$ cat src/rtl/pfs_pkg.sv
package pfs_pkg;
  localparam int SAMPLE_W = 16;
  localparam int WORD_W   = 32;
  localparam int Q_DEPTH  = 4;
  localparam int CNT_W    = $clog2(Q_DEPTH + 1);
  localparam int WM_W     = 2;
  localparam int STAT_W   = 7;
  // status bit positions
  localparam int ST_LVL   = 3;
  localparam int ST_ROLL  = 4;
  localparam int ST_CMP   = 5;
  localparam int ST_WERR  = 6;
endpackage

$ cat src/rtl/pfs_entry_swap.sv
module pfs_entry_swap #(
  parameter int WORD_W   = 32,
  parameter int SAMPLE_W = 16
) (
  input  logic [WORD_W-1:0]   word,
  input  logic                hswap,
  input  logic                bswap,
  output logic [SAMPLE_W-1:0] sample
);
  localparam int NBYTES = SAMPLE_W / 8;

  logic [SAMPLE_W-1:0] half;
  logic [SAMPLE_W-1:0] flipped;

  assign half = hswap ? word[2*SAMPLE_W-1:SAMPLE_W] : word[SAMPLE_W-1:0];

  for (genvar b = 0; b < NBYTES; b++) begin : g_byte
    assign flipped[b*8 +: 8] = half[(NBYTES-1-b)*8 +: 8];
  end

  assign sample = bswap ? flipped : half;
endmodule

$ cat src/rtl/pfs_queue.sv
module pfs_queue #(
  parameter int W     = 16,
  parameter int DEPTH = 4
) (
  input  logic                       clk,
  input  logic                       rst_n,
  input  logic                       clr,
  input  logic                       push,
  input  logic                       pop,
  input  logic [W-1:0]               din,
  output logic [W-1:0]               head,
  output logic [$clog2(DEPTH+1)-1:0] count
);
  localparam int PTR_W = $clog2(DEPTH);
  localparam int CW    = $clog2(DEPTH+1);

  logic [W-1:0]     mem [DEPTH];
  logic [PTR_W-1:0] wr_ptr, rd_ptr;

  always_ff @(posedge clk or negedge rst_n) begin
    if (!rst_n) begin
      wr_ptr <= '0;
      rd_ptr <= '0;
      count  <= '0;
    end else if (clr) begin
      wr_ptr <= '0;
      rd_ptr <= '0;
      count  <= '0;
    end else begin
      if (push) wr_ptr <= wr_ptr + PTR_W'(1);
      if (pop)  rd_ptr <= rd_ptr + PTR_W'(1);
      case ({push, pop})
        2'b10:   count <= count + CW'(1);
        2'b01:   count <= count - CW'(1);
        default: count <= count;
      endcase
    end
  end

  for (genvar i = 0; i < DEPTH; i++) begin : g_slot
    always_ff @(posedge clk or negedge rst_n) begin
      if (!rst_n)                                   mem[i] <= '0;
      else if (push && !clr && wr_ptr == PTR_W'(i)) mem[i] <= din;
    end
  end

  assign head = mem[rd_ptr];
endmodule

$ cat src/rtl/pfs_flags.sv
module pfs_flags #(
  parameter int DEPTH  = 4,
  parameter int CNT_W  = 3,
  parameter int WM_W   = 2,
  parameter int STAT_W = 7
) (
  input  logic              clk,
  input  logic              rst_n,
  input  logic              clr,
  input  logic [CNT_W-1:0]  count,
  input  logic [WM_W-1:0]   wm_code,
  input  logic              werr_evt,
  input  logic              roll_evt,
  input  logic              cmp_evt,
  input  logic              clr_valid,
  input  logic [STAT_W-1:0] clr_mask,
  output logic [STAT_W-1:0] status
);
  import pfs_pkg::*;

  logic [CNT_W:0] free_slots;
  logic [CNT_W:0] need;
  logic           lvl;
  logic [2:0]     sticky_q;
  logic [2:0]     set_v, clr_v;

  assign free_slots = (CNT_W+1)'(DEPTH) - {1'b0, count};
  assign need       = (CNT_W+1)'(wm_code) + (CNT_W+1)'(1);
  assign lvl        = free_slots >= need;

  assign set_v = {werr_evt, cmp_evt, roll_evt};
  assign clr_v = clr_valid ? clr_mask[ST_WERR:ST_ROLL] : 3'b000;

  always_ff @(posedge clk or negedge rst_n) begin
    if (!rst_n)   sticky_q <= '0;
    else if (clr) sticky_q <= '0;
    else          sticky_q <= set_v | (sticky_q & ~clr_v);
  end

  always_comb begin
    status                   = '0;
    status[CNT_W-1:0]        = count;
    status[ST_LVL]           = lvl;
    status[ST_WERR:ST_ROLL]  = sticky_q;
  end
endmodule

$ cat src/rtl/pwm_sample_fifo.sv
module pwm_sample_fifo
  import pfs_pkg::*;
#(
  parameter int DEPTH = Q_DEPTH
) (
  input  logic                clk,
  input  logic                rst_n,
  input  logic                soft_rst,
  input  logic                in_valid,
  output logic                in_ready,
  input  logic [WORD_W-1:0]   in_data,
  input  logic                hswap,
  input  logic                bswap,
  input  logic [WM_W-1:0]     wm_code,
  input  logic                pop_req,
  output logic [SAMPLE_W-1:0] sample_q,
  input  logic                roll_evt,
  input  logic                cmp_evt,
  input  logic                clr_valid,
  input  logic [STAT_W-1:0]   clr_mask,
  output logic [STAT_W-1:0]   status
);
  localparam int CW = $clog2(DEPTH+1);

  logic [SAMPLE_W-1:0] entry;
  logic [SAMPLE_W-1:0] head;
  logic [CW-1:0]       count;
  logic                full, empty, push, pop, werr;

  assign full     = count == CW'(DEPTH);
  assign empty    = count == '0;
  assign in_ready = !full;
  assign push     = in_valid && !full && !soft_rst;
  assign pop      = pop_req && !empty && !soft_rst;
  assign werr     = in_valid && full && !soft_rst;

  pfs_entry_swap #(.WORD_W(WORD_W), .SAMPLE_W(SAMPLE_W)) u_swap (
    .word(in_data), .hswap(hswap), .bswap(bswap), .sample(entry)
  );

  pfs_queue #(.W(SAMPLE_W), .DEPTH(DEPTH)) u_queue (
    .clk(clk), .rst_n(rst_n), .clr(soft_rst), .push(push), .pop(pop),
    .din(entry), .head(head), .count(count)
  );

  pfs_flags #(.DEPTH(DEPTH), .CNT_W(CW), .WM_W(WM_W), .STAT_W(STAT_W)) u_flags (
    .clk(clk), .rst_n(rst_n), .clr(soft_rst), .count(count), .wm_code(wm_code),
    .werr_evt(werr), .roll_evt(roll_evt), .cmp_evt(cmp_evt),
    .clr_valid(clr_valid), .clr_mask(clr_mask), .status(status)
  );

  always_ff @(posedge clk or negedge rst_n) begin
    if (!rst_n)        sample_q <= '0;
    else if (soft_rst) sample_q <= '0;
    else if (pop)      sample_q <= head;
  end
endmodule

$ cat config.mk
export PLATFORM = sky130hd
export DESIGN_NAME = pwm_sample_fifo
export DESIGN_NICKNAME = d
export VERILOG_FILES = /design/src/rtl/pfs_pkg.sv /design/src/rtl/pfs_entry_swap.sv /design/src/rtl/pfs_queue.sv /design/src/rtl/pfs_flags.sv /design/src/rtl/pwm_sample_fifo.sv
export SDC_FILE = /design/constraint.sdc
export NUM_CORES = 1
export LEC_CHECK = 0
export BUFFER_PORTS_ARGS = -buffer_cell sky130_fd_sc_hd__buf_2
export CORE_MARGIN = 3
export CORE_UTILIZATION = 54
export DETAILED_ROUTE_END_ITERATION = 12
export HOLD_SLACK_MARGIN = 0.03
export PLACE_DENSITY = 0.75
export SLEW_MARGIN = 20
export SYNTH_ARGS = -nofsm -noshare
export SYNTH_HDL_FRONTEND = slang
export SYNTH_HIERARCHICAL = 1
export SYNTH_SLANG_ARGS = --single-unit
export TNS_END_PERCENT = 5
$ cat constraint.sdc
create_clock -name clk -period 3.2 [get_ports clk]
set_clock_uncertainty 0.2 [all_clocks]
set_input_delay 0.64 -clock clk [delete_from_list [all_inputs] [get_ports clk]]
set_output_delay 0.64 -clock clk [all_outputs]
set_load 0.01 [all_outputs]
After elaboration in Yosys (flattened, before gate mapping)
Index checks and enable logic that the tools add are counted.
{"block": "totals", "latch_bits": 0, "output_inout_bits": 24, "inputBits": 51, "wordCells": 61, "mem_count": 0, "romBits": 0, "ramBits": 0, "regBits": 90}
{"block": "op_classes", "n_addsub": 6, "multipliers": 0, "div": 0, "n_shift": 0, "reduce_logical": 19, "n_mux": 15, "magnitude_cmp": 2, "eq_ne": 6, "bitwise": 4}
{"cell": "16-bit two-way mux", "n": 6}
{"cell": "16-bit binary-select mux with 2-bit select", "n": 1}
{"cell": "1-bit logical AND", "n": 11}
{"cell": "3-bit two-way mux", "n": 3}
{"cell": "2-bit two-way mux", "n": 4}
{"cell": "2-bit == test (second input constant)", "n": 3}
{"cell": "3-bit one-hot mux with 2 select lines", "n": 1}
{"cell": "2-bit by 1-bit adder with 2-bit output (second input constant)", "n": 2}
{"cell": "2-bit by 1-bit == test with 1-bit output (second input constant)", "n": 2}
{"cell": "4-bit >= comparator", "n": 1}
{"cell": "2-bit nonzero test", "n": 2}
{"cell": "3-bit by 3-bit subtractor with 4-bit output (first input constant)", "n": 1}
{"cell": "2-bit by 1-bit adder with 3-bit output (second input constant)", "n": 1}
{"cell": "3-bit by 1-bit adder with 3-bit output (second input constant)", "n": 1}
{"cell": "3-bit AND", "n": 1}
{"cell": "3-bit == test (second input constant)", "n": 1}
{"cell": "3-bit >= comparator (second input constant)", "n": 1}
{"cell": "1-bit logical NOT", "n": 3}
{"cell": "3-bit logical NOT", "n": 1}
{"cell": "2-bit NOT with 3-bit output", "n": 1}
{"cell": "3-bit NOT", "n": 1}
{"cell": "3-bit OR", "n": 1}
{"cell": "3-bit nonzero test", "n": 1}
{"cell": "3-bit by 1-bit subtractor with 3-bit output (second input constant)", "n": 1}
{"cell": "2-bit logical NOT", "n": 1}

Logic depth before layout (Yosys ltp)
{"block": "depth", "ltp_word": 7, "ltp_mapped": 9, "ltp_nobuf": 7}

Modules after synthesis
The synthesis kept the hierarchy.
{"module": "pfs_queue", "area_each_um2": 3417.0, "cells_each": 194, "instances": 1, "seq_area_each_um2": 1776.7}
{"module": "pwm_sample_fifo", "area_each_um2": 890.9, "cells_each": 77, "instances": 1, "seq_area_each_um2": 400.4}
{"module": "pfs_entry_swap", "area_each_um2": 424.2, "cells_each": 20, "instances": 1, "seq_area_each_um2": 0.0}
{"module": "pfs_flags", "area_each_um2": 286.5, "cells_each": 29, "instances": 1, "seq_area_each_um2": 75.1}

Worst setup path after synthesis
No wires, ideal clock.
{"block": "synth_path", "path_type": "input-to-reg", "from": "in soft_rst", "to": "reg u_queue.count[2]", "required_ns": 2.912, "cell_stages": 9, "path_buffers": 2, "arrival_time_ns": 2.215, "path_slack_ns": 0.697, "path_cell_list": "nand2b_1 -> buf_2 -> buf_6 -> nor2_1 -> and2b_2 -> fa_1 -> and3b_2 -> o21ai_0 -> nor3b_1"}
{"block": "synth_via", "elab_chain_cells": 5, "word_cells_on_any_way": 8}
{"item": "start: declaration", "line": "pwm_sample_fifo.sv:8", "rtl": "input logic soft_rst,"}
{"item": "1-bit logical NOT *", "line": "pwm_sample_fifo.sv:34", "rtl": "assign pop = pop_req && !empty && !soft_rst;"}
{"item": "1-bit logical AND *", "line": "pwm_sample_fifo.sv:34"}
{"item": "via pop", "line": "pwm_sample_fifo.sv:28", "rtl": "logic full, empty, push, pop, werr;"}
{"item": "2-bit by 1-bit == test with 1-bit output / 2-bit == test (equally long branches)", "line": "pfs_queue.sv:32", "rtl": "case ({push, pop})"}
{"item": "3-bit one-hot mux with 2 select lines", "line": "pfs_queue.sv:32"}
{"item": "3-bit two-way mux", "line": "pfs_queue.sv:25", "rtl": "end else if (clr) begin"}
{"item": "end signal: assignment", "line": "pfs_queue.sv:33", "rtl": "2'b10: count <= count + CW'(1);"}
{"item": "end signal: assignment", "line": "pfs_queue.sv:34", "rtl": "2'b01: count <= count - CW'(1);"}
{"item": "end signal: assignment", "line": "pfs_queue.sv:35", "rtl": "default: count <= count;"}
{"item": "end: declaration", "line": "pfs_queue.sv:12", "rtl": "output logic [$clog2(DEPTH+1)-1:0] count"}
Mark *: on every way through the listed nets, which the timed path passes. The rest lies on a longest branch.
A chain may end at the register's enable or synchronous reset.

Final worst setup path
{"block": "layout_path", "from": "reg u_queue.count[0]", "to": "out status[3]"}
{"block": "layout_via", "elab_chain_cells": 2}
{"item": "3-bit by 3-bit subtractor with 4-bit output", "line": "pfs_flags.sv:27", "rtl": "assign free_slots = (CNT_W+1)'(DEPTH) - {1'b0, count};"}
{"item": "4-bit >= comparator", "line": "pfs_flags.sv:29", "rtl": "assign lvl = free_slots >= need;"}
{"item": "end: declaration", "line": "pwm_sample_fifo.sv:21", "rtl": "output logic [STAT_W-1:0] status"}
Every way passes these cells.

==> impl_results.rst <==
.. list-table::
   :header-rows: 1

   * - Metric
     - Value
   * - Final WL
     - 9.269 mm
   * - Fill cells
     - 650
   * - Number of antenna diodes
     - 0
   * - Result of the run
     - finished clean
   * - RD Place Congestion
     - between 0.7 and 0.8
   * - Kind of start point of the critical path
     - flip-flop
   * - Most used cell, CP
     - sky130_fd_sc_hd__ha_1
   * - Top post-synthesis cells by area
     - sky130_fd_sc_hd__dfrtp_1 (45%), sky130_fd_sc_hd__mux2_4 (12%), sky130_fd_sc_hd__mux4_2 (12%), sky130_fd_sc_hd__mux2_2 (5.4%), sky130_fd_sc_hd__o32ai_2 (3.2%)
   * - Pin count of the biggest net entering global routing
     - 52
   * - Least-Margin Pin Slew
     - 0.8170 ns
   * - Maximum capacitance violations
     - 0
   * - Avg Vias per Cell
     - between 5 and 6
   * - Number of global-route vias before repair
     - 2,860
   * - Synth Net Count
     - around 380
   * - Highest fanout seen on the critical path
     - 8
   * - TritonCTS clock tree
     - done
   * - Timing-limited maximum frequency
     - 346.6 MHz
   * - Number of sinks on the clock net
     - 90
   * - Hpwl dp
     - 6.427 mm
   * - Synthesized area
     - approximately 5000 um2
   * - Crit path max-delay family
     - flip-flops
   * - Cell area power density
     - 567.1 nW/um2
   * - Critical path data arrival time
     - 2.04 ns
   * - Fin nets
     - 445
   * - # DRC
     - 0
   * - Clk Latency, worst-skew pair
     - roughly 0.35 ns
   * - Ports
     - 75
   * - Leakage power
     - about 0.0028 uW
   * - Effective utilization at floorplan
     - 56.45%
   * - Worst setup slack after placement
     - a little under 0.6 ns
   * - Setup total negative slack
     - 0 ns
   * - Die Y
     - 102.4 um
   * - Synth async-reset ratio
     - 100.0%
   * - Post-CTS Resized
     - 0
   * - Seq/Total Area, Yosys
     - 44.88%
   * - Routed length per placed instance
     - between 15 and 20 um
   * - Worst relative slew slack
     - a little under half
   * - Summed area of non-filler cells in the final layout
     - 5500 um2
   * - Synthesized area per cell
     - 15.68 um2
   * - Post-detailed-route count of antenna-violating nets
     - 0
   * - Clk root buf
     - sky130_fd_sc_hd__clkbuf_8
   * - First-pass GRT wire length
     - 15.17 mm
   * - Die Footprint
     - approximately 10,000 um2
   * - Core box area
     - 8891 um2
   * - Area of combinational cells with multiple inputs
     - 2420 um2
   * - Flip-flop and latch area
     - 2252 um2
   * - Commonest non-fill, non-tap cells in the layout
     - sky130_fd_sc_hd__dfrtp_1 (90), sky130_fd_sc_hd__buf_2 (69), sky130_fd_sc_hd__mux2_4 (40)
   * - First drt pass iteration count
     - 4
   * - Setup WS post-layout
     - 0.3151 ns
   * - Instance area after placement
     - around 5300 um2
   * - Final hold viol count
     - 0
   * - Type of the tightest min-delay check
     - in2async
   * - Number of hold-repair buffers added at the cts stage
     - 0
   * - Layout Area Growth over Synthesis
     - 9.599%
   * - EDFF count, synth
     - 0
   * - Most common flop cell mapped by yosys
     - sky130_fd_sc_hd__dfrtp_1
   * - CP Cell Sequence
     - inv_1 -> ha_1 -> xor2_1 -> ha_1 -> o21ai_1 -> o211ai_2 -> buf_2
   * - Count of cell types in the netlist
     - 38
   * - RSZ-0062 raised after global routing
     - no
   * - Cell at the slowest stage of the critical path
     - sky130_fd_sc_hd__dfrtp_1
   * - Via count
     - 2,828
   * - Type of element capturing the critical path
     - primary output
   * - Largest voltage drop on the vdd net
     - between 0.2 and 0.25 mV
   * - Minimum clock period after layout
     - 2.885 ns
   * - Worst stage delay on the critical path
     - 0.57 ns
   * - # port buffers
     - 70
   * - Number of standard cells after synthesis
     - 320
   * - Portion of synthesized cell area occupied by the leading cell type
     - 44.88%
   * - Critical path data required time
     - between 2 and 2.5 ns
   * - All-layer global routing usage
     - 19.27%
   * - Number of warnings issued by yosys
     - 6
   * - Row cnt
     - 34
   * - Final period util
     - 90.15%
   * - Reg clk slew, reported paths
     - about 0.08 ns
   * - Fraction of layout instances using a drive strength above 1
     - 51.80%
   * - Worst hold-check slack
     - 0.1250 ns
   * - Antenna violations before repair
     - 0
   * - Buffers inserted by post-CTS timing repair
     - 0
   * - H-Tree Depth
     - 3
   * - Commonest non-fill, non-tap cell in the layout
     - sky130_fd_sc_hd__dfrtp_1
   * - Die Width
     - 102.4 um
   * - Number of max-slew violations in the final report
     - 0
   * - Number of DRC violations after detailed-routing iteration 0
     - 98
   * - Seq cells post-synth
     - 90
   * - Worst Setup Path Type
     - reg2out
   * - Final setup violation count
     - 0
   * - Clock buffers created by TritonCTS
     - 9
   * - Sum of overflow across all layers after global routing
     - 0
   * - Clk buf depth
     - 2
   * - Count of buffering cells on the critical path with inverters included
     - 2
   * - Biggest area consumer among synthesized cells
     - sky130_fd_sc_hd__dfrtp_1
-- synthesized netlist by cell type, types with 4 or more instances --
library cell               count
sky130_fd_sc_hd__dfrtp_1      90
sky130_fd_sc_hd__mux2_4       40
sky130_fd_sc_hd__mux4_2       26
sky130_fd_sc_hd__inv_1        24
sky130_fd_sc_hd__mux2_2       24
sky130_fd_sc_hd__nand2b_1     18
sky130_fd_sc_hd__o32ai_2      10
sky130_fd_sc_hd__ha_1          9
sky130_fd_sc_hd__nor2_1        8
sky130_fd_sc_hd__buf_4         6
sky130_fd_sc_hd__buf_6         6
sky130_fd_sc_hd__mux4_1        6
sky130_fd_sc_hd__o32ai_1       6
sky130_fd_sc_hd__buf_12        5
sky130_fd_sc_hd__buf_2         5
sky130_fd_sc_hd__nand2_4       4
-- sequential cells by signal, summed over array words and instances (netlist names) --
name	flops
sample_q	16
u_flags/sticky_q	3
u_queue/count	3
u_queue/mem	64
u_queue/rd_ptr	2
u_queue/wr_ptr	2
-- kinds of logic after synthesis --
logic type	share of synthesized area, %
buf+inv	6.906
compound gates	6.233
xor+xnor	1.047
fa+ha+maj	2.643
flops	44.88
simple gates	5.734
mux	32.56
-- area by class of cell --
class,instances,area share [%]
clock buffer,12,2.639
clock inverter,3,0.7279
inverter,24,1.638
multi-input combinational,182,43.99
sequential,90,40.95
tap,108,2.457
timing repair buffer,77,7.598
-- routing by layer --
layer  GRT usage (%)  part of all wire, %  up-vias
met5               0                    0        -
met4           6.660                  1.2        0
met3           3.481                  4.1        7
met2           30.03                   48       71
met1           27.48                   47     1456
li1                -                    -     1294
-- power by group --
group / switching (uW) / total, uW / internal [uW] / leakage, uW
clock: 373 / 750 / 377 / 0.0000962
combinational: 379 / 878 / 499 / 0.00148
sequential: 134 / 1490 / 1360 / 0.00119
-- worst paths after layout --
path                            cells after the start               end             start  slack (ns)
max in group asynchronous                           2    u_queue/mem[2]             rst_n        2.03
worst max register to register                      7  u_queue/count[2]  u_queue/count[1]        0.70
worst min-delay path                                1      sample_q[14]             rst_n        0.13
min in group clk                                    1   u_queue/mem[27]   u_queue/mem[27]        0.30
worst min register to register                      1   u_queue/mem[27]   u_queue/mem[27]        0.30
worst max-delay path                                7         status[3]  u_queue/count[0]        0.32
-- through the flow --
step / total power, uW / utilization [%] / std cells
2_1_floorplan: 2171 / - / 320
3_3_place_gp: 2346 / 59.78 / 481
3_5_place_dp: 2391 / 59.78 / 481
4_1_cts: 3149 / 61.86 / 496
5_1_grt: 3298 / 61.86 / 496
6_report: 3119 / 61.86 / 496
Power figures use the tool's default switching activity.
